===== src/rtl/cap_pkg.sv =====
package cap_pkg;

  typedef enum logic [1:0] {
    CAP_OFF  = 2'd0,
    CAP_RISE = 2'd1,
    CAP_FALL = 2'd2,
    CAP_BOTH = 2'd3
  } cap_mode_e;

  localparam int CAP_SLOTS = 2;
  localparam int CAP_IDX_W = $clog2(CAP_SLOTS + 1);

  // Edge qualification for one sample pair of the synchronized pin.
  function automatic logic edge_qualifies(cap_mode_e m, logic prev, logic cur);
    case (m)
      CAP_RISE: return (!prev) && cur;
      CAP_FALL: return prev && (!cur);
      CAP_BOTH: return prev ^ cur;
      default:  return 1'b0;
    endcase
  endfunction

  // Re-arming happens when the mode leaves the disabled setting.
  function automatic logic mode_arms(cap_mode_e old_m, cap_mode_e new_m);
    return (old_m == CAP_OFF) && (new_m != CAP_OFF);
  endfunction

  // Slot index after which the event is raised.
  function automatic logic [CAP_IDX_W-1:0] event_slot(logic sel);
    return sel ? CAP_IDX_W'(1) : CAP_IDX_W'(0);
  endfunction

endpackage


===== src/rtl/cap_sync.sv =====
module cap_sync #(
  parameter int STAGES = 2
) (
  input  logic clk,
  input  logic rst_n,
  input  logic d,
  output logic q
);
  logic [STAGES-1:0] chain;

  generate
    if (STAGES == 1) begin : g_one
      always_ff @(posedge clk or negedge rst_n) begin
        if (!rst_n) chain <= '0;
        else        chain <= d;
      end
    end else begin : g_many
      always_ff @(posedge clk or negedge rst_n) begin
        if (!rst_n) chain <= '0;
        else        chain <= {chain[STAGES-2:0], d};
      end
    end
  endgenerate

  assign q = chain[STAGES-1];
endmodule


===== src/rtl/cap_edge.sv =====
module cap_edge
  import cap_pkg::*;
(
  input  logic      clk,
  input  logic      rst_n,
  input  logic      level,
  input  cap_mode_e mode,
  input  logic      enable,
  output logic      hit
);
  logic prev_q;

  always_ff @(posedge clk or negedge rst_n) begin
    if (!rst_n) prev_q <= 1'b0;
    else        prev_q <= level;
  end

  assign hit = enable && edge_qualifies(mode, prev_q, level);

  // a rising-only hit needs a low sample on the previous cycle
  p_rise_prev_low_r1: assert property (@(posedge clk) disable iff (!rst_n)
    (hit && mode == CAP_RISE) |-> (level && !$past(level)));

  // a falling-only hit needs a high sample on the previous cycle
  p_fall_prev_high_r1: assert property (@(posedge clk) disable iff (!rst_n)
    (hit && mode == CAP_FALL) |-> (!level && $past(level)));
endmodule


===== src/rtl/cap_slots.sv =====
module cap_slots
  import cap_pkg::*;
#(
  parameter int COUNT_W = 32
) (
  input  logic               clk,
  input  logic               rst_n,
  input  logic               soft_rst,
  input  logic               hit,
  input  logic               reopen,
  input  logic               second_sel,
  input  logic [COUNT_W-1:0] count_in,
  output logic [COUNT_W-1:0] slot_a,
  output logic [COUNT_W-1:0] slot_b,
  output logic               evt
);
  logic [CAP_IDX_W-1:0] idx_q;
  logic [COUNT_W-1:0]   slot_q [CAP_SLOTS];
  logic                 room;
  logic                 store;
  logic                 evt_d;

  assign room  = (idx_q < CAP_IDX_W'(CAP_SLOTS));
  assign store = hit && room && !reopen && !soft_rst;
  assign evt_d = store && (idx_q == event_slot(second_sel));

  always_ff @(posedge clk or negedge rst_n) begin
    if (!rst_n) begin
      idx_q <= '0;
      evt   <= 1'b0;
    end else begin
      evt <= evt_d;
      if (soft_rst || reopen) idx_q <= '0;
      else if (store)         idx_q <= idx_q + 1'b1;
    end
  end

  generate
    for (genvar s = 0; s < CAP_SLOTS; s++) begin : g_slot
      always_ff @(posedge clk or negedge rst_n) begin
        if (!rst_n)                                    slot_q[s] <= '0;
        else if (soft_rst)                             slot_q[s] <= '0;
        else if (store && idx_q == CAP_IDX_W'(s))      slot_q[s] <= count_in;
      end
    end
  endgenerate

  assign slot_a = slot_q[0];
  assign slot_b = slot_q[1];

  // the pointer never passes the last slot
  p_idx_range_r3: assert property (@(posedge clk) disable iff (!rst_n)
    idx_q <= CAP_IDX_W'(CAP_SLOTS));

  // full slots stay frozen until reopened or cleared
  p_full_hold_r3: assert property (@(posedge clk) disable iff (!rst_n)
    (idx_q == CAP_IDX_W'(CAP_SLOTS) && !reopen && !soft_rst)
      |=> ($stable(slot_q[0]) && $stable(slot_q[1]) && !evt));

  // the event follows the store into the selected slot
  p_evt_slot_r4: assert property (@(posedge clk) disable iff (!rst_n)
    evt |-> (idx_q == ($past(second_sel) ? CAP_IDX_W'(2) : CAP_IDX_W'(1))));

  // reopening returns the pointer to the first slot
  p_reopen_r5: assert property (@(posedge clk) disable iff (!rst_n)
    reopen |=> (idx_q == '0 && !evt));

  // soft reset clears the slots and the pointer
  p_soft_clear_r7: assert property (@(posedge clk) disable iff (!rst_n)
    soft_rst |=> (idx_q == '0 && slot_q[0] == '0 && slot_q[1] == '0 && !evt));
endmodule


===== src/rtl/edge_capture_unit.sv =====
module edge_capture_unit
  import cap_pkg::*;
#(
  parameter int COUNT_W     = 32,
  parameter int SYNC_STAGES = 2
) (
  input  logic               clk,
  input  logic               rst_n,
  input  logic               soft_rst,
  input  logic               pin_in,
  input  logic [COUNT_W-1:0] count_in,
  input  logic [1:0]         cap_mode,
  input  logic               pin_is_input,
  input  logic               second_sel,
  input  logic               restart,
  output logic [COUNT_W-1:0] cap_a,
  output logic [COUNT_W-1:0] cap_b,
  output logic               cap_evt
);
  cap_mode_e mode;
  cap_mode_e mode_prev_q;
  logic      pin_sync;
  logic      edge_hit;
  logic      arm;
  logic      reopen;

  assign mode   = cap_mode_e'(cap_mode);
  assign arm    = mode_arms(mode_prev_q, mode);
  assign reopen = restart || arm;

  always_ff @(posedge clk or negedge rst_n) begin
    if (!rst_n) mode_prev_q <= CAP_OFF;
    else        mode_prev_q <= mode;
  end

  cap_sync #(.STAGES(SYNC_STAGES)) u_sync (
    .clk   (clk),
    .rst_n (rst_n),
    .d     (pin_in),
    .q     (pin_sync)
  );

  cap_edge u_edge (
    .clk    (clk),
    .rst_n  (rst_n),
    .level  (pin_sync),
    .mode   (mode),
    .enable (pin_is_input),
    .hit    (edge_hit)
  );

  cap_slots #(.COUNT_W(COUNT_W)) u_slots (
    .clk        (clk),
    .rst_n      (rst_n),
    .soft_rst   (soft_rst),
    .hit        (edge_hit),
    .reopen     (reopen),
    .second_sel (second_sel),
    .count_in   (count_in),
    .slot_a     (cap_a),
    .slot_b     (cap_b),
    .evt        (cap_evt)
  );

  // an output-configured pin leaves the slots and the event untouched
  p_output_pin_r2: assert property (@(posedge clk) disable iff (!rst_n)
    (!pin_is_input && !soft_rst) |=> ($stable(cap_a) && $stable(cap_b) && !cap_evt));

  // arming blocks a store in the same cycle
  p_arm_blocks_r6: assert property (@(posedge clk) disable iff (!rst_n)
    (arm && !soft_rst) |=> ($stable(cap_a) && $stable(cap_b) && !cap_evt));
endmodule


===== config.mk =====
export PLATFORM = sky130hd
export DESIGN_NAME = edge_capture_unit
export DESIGN_NICKNAME = d
export VERILOG_FILES = /design/src/rtl/cap_pkg.sv /design/src/rtl/cap_sync.sv /design/src/rtl/cap_edge.sv /design/src/rtl/cap_slots.sv /design/src/rtl/edge_capture_unit.sv
export SDC_FILE = /design/constraint.sdc
export NUM_CORES = 1
export LEC_CHECK = 0
export ABC_AREA = 1
export BUFFER_PORTS_ARGS = -buffer_cell sky130_fd_sc_hd__buf_2
export CORE_ASPECT_RATIO = 0.7
export CORE_UTILIZATION = 46
export DETAILED_ROUTE_END_ITERATION = 8
export PLACE_DENSITY_LB_ADDON = 0.1
export RECOVER_POWER = 50
export SLEW_MARGIN = 20
export SYNTH_ARGS = -nofsm -noshare
export SYNTH_HDL_FRONTEND = slang
export SYNTH_SLANG_ARGS = --single-unit
export TNS_END_PERCENT = 100

===== constraint.sdc =====
create_clock -name clk -period 1.5 [get_ports clk]
set_input_delay 0.3 -clock clk [delete_from_list [all_inputs] [get_ports clk]]
set_output_delay 0.3 -clock clk [all_outputs]
set_load 0.01 [all_outputs]

==> results of run 1 <==
## power groups by stage
stage,combinational (mW),sequential [mW],clock (mW)
2_1_floorplan,0.195,2.02,0
3_3_place_gp,0.387,2.01,0
3_5_place_dp,0.390,2.01,0
4_1_cts,0.425,1.97,2.02
5_1_grt,0.541,1.98,2.08
6_report,0.496,1.98,2.00
## area by class of cell
cell class,count,area (um2)
clock buffers,12,165
clock inverters,4,98.8
fillers,528,2120
inverters,41,154
multi-input cells,250,1460
flip-flops and latches,72,1800
well taps,94,118
repair buffers,139,997
## repair_timing
item | in CTS | in global routing
gates resized for setup | 9 | 48
pin swaps | 0 | 14
buffers inserted | 3 | 0
cloned | 2 | 8
hold endpoints to repair | 21 | 0
endpoints found under the setup margin | 66 | 67
hold buffers | 1 | 0
## path summary, 6_finish.rpt
check | to | cells after the start | slack [ns] | from
setup / recovery | u_slots.slot_b[1] | 10 | -0.21 | u_edge.prev_q
hold / removal | u_sync.chain[0] | 1 | 0.05 | pin_in
setup reg to reg | u_slots.slot_b[1] | 10 | -0.21 | u_edge.prev_q
hold reg to reg | u_sync.chain[1] | 0 | 0.35 | u_sync.chain[0]
max in group asynchronous | u_slots.slot_b[12] | 3 | 0.21 | rst_n
min in group asynchronous | u_slots.slot_b[26] | 2 | 0.48 | rst_n
## cells in the mapped netlist, drive strengths merged
master / count / share of area
o21ai: 1 / 0.0015
dfrtp: 72 / 0.53
inv: 41 / 0.046
buf: 24 / 0.036
or2: 1 / 0.0019
ha: 4 / 0.015
clkbuf: 14 / 0.016
nand2: 70 / 0.078
a21oi: 1 / 0.0048
nor2: 38 / 0.043
xor2: 1 / 0.0026
nand3: 70 / 0.10
nand4: 64 / 0.12
## stage by stage
| stage | hold WS [ns] | setup WS, ns | total power, mW | instance area [um2] |
|---|---|---|---|---|
| final | 0.0528 | -0.212 | 4.47 | 4790 |
| after global routing | 0.0308 | -0.284 | 4.60 | 4790 |
| after CTS | 0.0397 | -0.149 | 4.42 | 4430 |
| after detailed placement | 0.219 | -0.150 | 2.40 | 4060 |
| after global placement | 0.222 | -0.0781 | 2.40 | 4060 |
| after floorplan | 0.00441 | 0.00393 | 2.21 | 3380 |
## layer usage
layer | vias up | part of all wire | track usage
met5 | - | 0 | 0
met4 | 0 | 0.0090 | 0.0873
met3 | 10 | 0.092 | 0.0728
met2 | 178 | 0.46 | 0.403
met1 | 1588 | 0.44 | 0.363
li1 | 1576 | - | -
## sequential cells by signal (all words and copies together) (netlist names)
| signal | flops |
|---|---|
| u_edge.prev_q | 1 |
| mode_prev_q | 2 |
| u_sync.chain | 2 |
| u_slots.slot_a | 32 |
| u_slots.evt | 1 |
| u_slots.idx_q | 2 |
| u_slots.slot_b | 32 |
## cell families after synthesis
group,count (synthesis),share of synthesized area
compound gates,2,0.00631
xor+xnor,1,0.00260
fa+ha+maj,4,0.0148
buf+inv,79,0.0968
flops,72,0.534
simple gates,243,0.345
## cells in the final DEF, fill, tap and decap left out, drive strengths merged
| cell | netlist | final |
|---|---|---|
| clkinv | 0 | 1 |
| dfrtp | 72 | 72 |
| nand4 | 64 | 64 |
| inv | 41 | 41 |
| bufinv | 0 | 3 |
| clkbuf | 14 | 22 |
| xor2 | 1 | 1 |
| nand2 | 70 | 70 |
| a21oi | 1 | 1 |
| buf | 24 | 128 |
| or2 | 1 | 1 |
| dlygate4sd3 | 0 | 1 |
| nor2 | 38 | 38 |
| o21ai | 1 | 1 |
| ha | 4 | 4 |
| nand3 | 70 | 70 |
==> impl_metrics.json, run 1 <==
{
  "root_buffer": "clkbuf_8",
  "diodes": 0,
  "worstPathMaxFanout": 8,
  "nNetsFinal": 558,
  "drt_first_iter_violations": 218,
  "wl_um": 10300,
  "finalSetupTns_ns": -10.90,
  "worstPathArrival_ns": 1.96,
  "worstSkewPairLatency_ns": 0.35,
  "swShare": 0.241,
  "status": "complete, but fails checks",
  "final_util": 0.693,
  "die_y_um": 73.6,
  "peakVddDrop_mv": 0.756,
  "p_per_area_mw_per_mm2": 932,
  "cts_buffer_depth": 2,
  "critPathBufInv": 3,
  "drt-vias-per-instance": 5.48,
  "row_count": 25,
  "path_class": "reg2reg",
  "slew_headroom": 0.604,
  "grt_antenna_before_repair": 0,
  "chipWidth_um": 104,
  "grt_use_total": 0.263,
  "grt_pass1_vias": 3039,
  "grt_overflow": 0,
  "maxCapViolCount": 0,
  "clkTransAtPathRegs_ns": 0.08,
  "cts_tree": "done",
  "ys_types": 17,
  "rsz0062_at_grt": "yes",
  "die-area_mm2": 0.00768,
  "io_pins": 106,
  "fin_crit_sh": 1.14,
  "hold_class": "in2reg",
  "p_comb_frac": 0.111,
  "layout-drive-gt1-share": 0.376,
  "syn_area_mm2": 0.00337,
  "avgSynthCellArea_um2": 8.41,
  "dp.cells": 582,
  "grt_pass1_wl_um": 15400,
  "fin_ws_ns": -0.212,
  "required_ns": 1.74,
  "violations": "negative setup slack",
  "cts_max_level": 3,
  "max_stage_delay_ns": 0.43,
  "grt_max_degree": 53,
  "slew_violations": 0,
  "setup_viol": 67,
  "vias": 3352,
  "endpoint_kind": "flip-flop",
  "avgRoutedWirePerCell_um": 16.9,
  "fp.coreArea_mm2": 0.00691,
  "drt-pass1-iter-count": 5,
  "area_delta_synth_final_pct": 42.1,
  "timing.fmax_mhz": 584,
  "yosysWarnings": 0,
  "synth_cells": 401,
  "cts_buffers": 9,
  "cts.sink_count": 72,
  "finalCriticalPeriod_ns": 1.71,
  "clock_skew_ns": 0.00847,
  "stdcell_count": 612,
  "crit_family": "simple AND/OR/NAND/NOR gates",
  "power.switching_mw": 1.08,
  "clkPwrFrac": 0.447,
  "portBuffers": 105,
  "synth_fp_nets": 446,
  "synth-seq-area-share": 0.534,
  "gp_congestion": 0.824,
  "drcViolationCount": 0,
  "tightest_slew_ns": 0.594,
  "synth-seq-cells": 72,
  "start_util": 0.488,
  "crit_chain": "inv_2 -> ha_4 -> inv_2 -> nand2_2 -> nand3_2 -> nor2_4 -> nand3_4 -> clkbuf_16 -> nand3_2 -> nand2_1",
  "antenna_left": 0,
  "cp_slowest_cell": "dfrtp_1",
  "seqPwrFrac": 0.442,
  "worst_setup_path_start_kind": "flip-flop",
  "internal_power_mw": 3.39,
  "place_hpwl_um": 5630,
  "total_leakage_power_nw": 2.77,
  "hold_viol": 0
}
Power figures use the tool's default switching activity.
==> run 2, diff against run 1 <==
Settings changed: RECOVER_POWER 50 to 25.
==> impl_metrics.json, run 2 (synthesis results as in run 1) <==
{
  "cts_buffer_depth": 2,
  "avgRoutedWirePerCell_um": 16.9,
  "hold_viol": 0,
  "clkTransAtPathRegs_ns": 0.08,
  "rsz0062_at_grt": "yes",
  "worstPathMaxFanout": 8,
  "die-area_mm2": 0.00768,
  "setup_viol": 67,
  "tightest_slew_ns": 0.592,
  "grt_pass1_wl_um": 15400,
  "slew_headroom": 0.605,
  "total_leakage_power_nw": 2.78,
  "gp_congestion": 0.824,
  "diodes": 0,
  "required_ns": 1.75,
  "worstSkewPairLatency_ns": 0.35,
  "violations": "negative setup slack",
  "timing.fmax_mhz": 586,
  "clock_skew_ns": 0.00782,
  "dpl_cell_area_mm2": 0.00406,
  "layout-drive-gt1-share": 0.376,
  "slew_violations": 0,
  "wl_um": 10300,
  "chipWidth_um": 104,
  "cts_tree": "done",
  "worst_setup_path_start_kind": "flip-flop",
  "status": "complete, but fails checks",
  "portBuffers": 105,
  "final_cell_mix": "buf_2, dfrtp_1, nand2_1",
  "grt_use_total": 0.263,
  "drcViolationCount": 0,
  "path_class": "reg2reg",
  "fp.coreArea_mm2": 0.00691,
  "grt_overflow": 0,
  "drt-vias-per-instance": 5.47,
  "fin_area_mm2": 0.00480,
  "endpoint_kind": "flip-flop",
  "finalCriticalPeriod_ns": 1.71,
  "cts_buffers": 9,
  "worstPathArrival_ns": 1.95,
  "maxCapViolCount": 0,
  "cts_max_level": 3,
  "nNetsFinal": 558,
  "p_per_area_mw_per_mm2": 931,
  "root_buffer": "clkbuf_8",
  "hold_class": "in2reg",
  "grt_pass1_vias": 3039,
  "fin_crit_sh": 1.14,
  "io_pins": 106,
  "area_delta_synth_final_pct": 42.2,
  "cts.sink_count": 72,
  "place_hpwl_um": 5630,
  "finalSetupTns_ns": -10.72,
  "drt-pass1-iter-count": 5,
  "drt_first_iter_violations": 234,
  "die_y_um": 73.6,
  "antenna_left": 0,
  "layout_commonest_cell": "buf_2",
  "vias": 3346,
  "row_count": 25,
  "peakVddDrop_mv": 0.754,
  "grt_max_degree": 53,
  "fin_ws_ns": -0.205,
  "start_util": 0.488,
  "grt_antenna_before_repair": 0
}
[run 2: final cells by class]
| type | count | area, um2 |
|---|---|---|
| Fill cell | 526 | 2110 |
| Sequential cell | 72 | 1800 |
| Multi-Input combinational cell | 250 | 1460 |
| Timing Repair Buffer | 139 | 1000 |
| Clock buffer | 12 | 165 |
| Inverter | 41 | 154 |
| Tap cell | 94 | 118 |
| Clock inverter | 4 | 98.8 |
[run 2: stage by stage]
step / power (mW) / hold WS, ns / util / cells / worst slack, ns
floorplan: 2.21 / 0.00441 / - / 401 / 0.00393
global placement: 2.40 / 0.222 / 0.588 / 582 / -0.0781
detailed placement: 2.40 / 0.219 / 0.588 / 582 / -0.150
CTS: 4.42 / 0.0397 / 0.641 / 604 / -0.149
global route: 4.60 / 0.0308 / 0.694 / 612 / -0.284
finish: 4.47 / 0.0517 / 0.694 / 612 / -0.205
[run 2: where the power goes]
group | switching (mW) | leakage [nW] | internal, mW
sequential | 0.0147 | 0.993 | 1.96
clock | 0.752 | 0.133 | 1.24
combinational | 0.310 | 1.65 | 0.187
total | 1.08 | 2.78 | 3.39
[run 2: metal layers]
metal / vias to the layer above / share of wire / track usage
met2: 153 / 0.47 / 0.403
met1: 1605 / 0.44 / 0.363
met4: 0 / 0.0090 / 0.0873
li1: 1578 / - / -
met3: 10 / 0.083 / 0.0728
met5: - / 0 / 0
[run 2: timing repair]
| item | in CTS | in global routing |
|---|---|---|
| setup endpoints to repair | 66 | 67 |
| cloned | 2 | 8 |
| buffers inserted | 3 | 0 |
| hold buffers | 1 | 0 |
| pin swaps | 0 | 14 |
| resized for setup | 9 | 48 |
| hold endpoints to repair | 21 | 0 |
[run 2: path summary, 6_finish.rpt]
kind                                  from            endpoint  slack (ns)  depth (start not counted)
max in group asynchronous            rst_n  u_slots.slot_b[12]        0.21                          3
setup / recovery             u_edge.prev_q   u_slots.slot_b[1]       -0.21                         10
hold / removal                      pin_in     u_sync.chain[0]        0.05                          1
setup reg to reg             u_edge.prev_q   u_slots.slot_b[1]       -0.21                         10
min in group asynchronous            rst_n  u_slots.slot_b[26]        0.47                          2
hold reg to reg            u_sync.chain[0]     u_sync.chain[1]        0.35                          0
[run 2: critical path, cell delays in order (launching register included)]
cell and delay [ns]:
dfrtp_1 0.43, inv_2 0.09, ha_4 0.12, inv_2 0.03, nand2_2 0.07, nand3_2 0.10, nor2_4 0.24, nand3_4 0.18
clkbuf_16 0.22, nand3_2 0.07, nand2_1 0.05
==> run 3, diff against run 2 <==
Settings changed: ABC_AREA 1 to not set, TNS_END_PERCENT 100 to 50.
==> impl_metrics.json, run 3 <==
{
  "io_pins": 106,
  "final_cell_mix": "buf_2, nand2b_1, dfrtp_1",
  "wl_um": 6920,
  "antenna_left": 0,
  "root_buffer": "clkbuf_8",
  "routed-wl-met2_um": 3140,
  "ys_top_cells_by_count": "nand2b_1, dfrtp_1, mux2i_1",
  "drt_first_iter_violations": 114,
  "final_util": 0.613,
  "gp_congestion": 0.737,
  "drt-pass1-iter-count": 4,
  "drcViolationCount": 0,
  "holdWs_ns": 0.0647,
  "synth_top_family_by_area": "simple AND/OR/NAND/NOR gates",
  "async_flop_share": 1.00,
  "violations": "negative setup slack",
  "place_hpwl_um": 4670,
  "worst_setup_path_start_kind": "flip-flop",
  "layout_commonest_cell": "buf_2",
  "p_per_area_mw_per_mm2": 881,
  "area_delta_synth_final_pct": 24.8,
  "required_ns": 1.75,
  "layout-drive-gt1-share": 0.361,
  "diodes": 0,
  "hold_class": "in2reg",
  "postCtsSetupBuffers": 0,
  "rsz0062_at_grt": "yes",
  "start_util": 0.491,
  "portBuffers": 105,
  "synth_top_area_cell": "dfrtp_1",
  "timing.fmax_mhz": 532,
  "peakVddDrop_mv": 0.479,
  "avgRoutedWirePerCell_um": 14.3,
  "wl_met1_um": 3340,
  "cts_buffers": 9,
  "cp_slowest_cell": "dfrtp_1",
  "yosysWarnings": 0,
  "highest_layer": "met4",
  "clkTransAtPathRegs_ns": 0.08,
  "synth_cells": 275,
  "synth-seq-cells": 72,
  "slew_violations": 0,
  "synth_edf_count": 0,
  "grt_antenna_before_repair": 0,
  "wl_met3_um": 367,
  "vias": 2283,
  "die_y_um": 74.2,
  "synthFlopType": "dfrtp_1",
  "crit_chain": "ha_1 -> nand2b_4 -> a311oi_4 -> and3_4 -> buf_12 -> mux2i_1",
  "worstPathMaxFanout": 19,
  "worstPathArrival_ns": 2.13,
  "hold_viol": 0,
  "tightest_slew_ns": 0.845,
  "fin_ws_ns": -0.378,
  "synth-xor-area-share": 0.00511,
  "grt_pass1_wl_um": 11400,
  "drt-vias-per-instance": 4.71,
  "syn_area_mm2": 0.00343,
  "clock_skew_ns": 0.00481,
  "grt_use_total": 0.192,
  "yosys.area_share.adder": 0.0146,
  "yosysMostFrequentCell": "nand2b_1",
  "die-area_mm2": 0.00780,
  "total_leakage_power_nw": 2.08,
  "finalCriticalPeriod_ns": 1.88,
  "ys_types": 16,
  "synth_fp_nets": 320,
  "avgSynthCellArea_um2": 12.5,
  "fin_crit_sh": 1.25,
  "chipWidth_um": 105,
  "synth-seq-area-share": 0.526,
  "fp.coreArea_mm2": 0.00698,
  "synth_simple_gate_area_frac": 0.195,
  "grt_pass1_vias": 2319,
  "cts.sink_count": 72,
  "grt_overflow": 0,
  "synth_top_area_share": 0.526,
  "setup_viol": 65,
  "worstSkewPairLatency_ns": 0.34,
  "row_count": 25,
  "synth_compound_area_frac": 0.0153,
  "status": "complete, but fails checks",
  "endpoint_kind": "flip-flop",
  "muxShareOfSynthArea": 0.187,
  "nNetsFinal": 431,
  "path_class": "reg2reg",
  "max_stage_delay_ns": 0.39,
  "grt_max_degree": 97,
  "cts_max_level": 3,
  "slew_headroom": 0.436,
  "cts_buffer_depth": 2,
  "maxCapViolCount": 0,
  "synth_area_leaders": "dfrtp_1, mux2i_1, nand2b_1",
  "cts_tree": "done"
}
-- run 3: cell types whose count changed in the layout (fill, tap and decap cells not counted), sizes merged, moves of 37 or more --
cell	delta
nand2b	+99
nand2	-70
nand3	-70
mux2i	+64
nand4	-64
inv	-37
-- run 3: kinds of logic after synthesis --
logic type      count (synthesis)
compound gates                  5
fa+ha+maj                       4
flops                          72
buf+inv                        22
xor+xnor                        2
simple gates                  106
mux                            64
-- run 3: area by class of cell --
cell class,count,area (um2)
repair buffers,118,691
multi-input cells,181,1460
clock inverters,6,60.1
clock buffers,10,128
fillers,610,2700
flip-flops and latches,72,1800
inverters,4,15.0
well taps,94,118
-- run 3: worst paths after layout --
path                                  from  cells past startpoint                 end  slack (ns)
max in group asynchronous            rst_n                      3  u_slots.slot_a[29]        0.28
min                                 pin_in                      1     u_sync.chain[0]        0.06
min reg2reg                u_sync.chain[0]                      0     u_sync.chain[1]        0.35
max                          u_edge.prev_q                      6   u_slots.slot_a[5]       -0.38
max reg2reg                  u_edge.prev_q                      6   u_slots.slot_a[5]       -0.38
min in group asynchronous            rst_n                      2  u_slots.slot_b[15]        0.59
-- run 3: worst max-delay path, delay by kind of cell, from the launching register on --
kind	cells	cell delay [ns]
compound gates	1	0.25
fa+ha+maj	1	0.30
buf+inv	1	0.18
flops	1	0.39
mux	1	0.25
simple gates	2	0.41
-- run 3: repair_timing --
item                                    in CTS  in global routing
gates resized for setup                      4                  3
hold buffers                                 1                  0
endpoints found under the hold margin       30                  0
endpoints found under the setup margin      66                 67
pin swaps                                    0                  2
cloned                                       0                  0
-- run 3: per-layer routing --
metal | up-vias | track usage
li1 | 1120 | -
met1 | 1089 | 0.260
met2 | 66 | 0.297
met3 | 8 | 0.0675
met4 | 0 | 0.0563
met5 | - | 0
-- run 3: report_power, final --
| part | switching, mW | total (mW) | internal (mW) |
|---|---|---|---|
| clock network | 0.714 | 1.47 | 0.759 |
| registers | 0.0126 | 1.98 | 1.96 |
| logic | 0.162 | 0.318 | 0.155 |
| total | 0.889 | 3.77 | 2.88 |
-- run 3: through the flow --
step	setup slack [ns]	TNS, ns	power [mW]	area, um2	cells
after detailed placement	-0.352	-19.38	2.33	4050	468
after CTS	-0.348	-19.72	3.84	4270	485
after global routing	-0.459	-26.23	3.94	4270	485
final	-0.378	-19.56	3.77	4270	485
after global placement	-0.284	-16.53	2.33	4050	468
after floorplan	-0.261	-16.17	2.18	3430	275
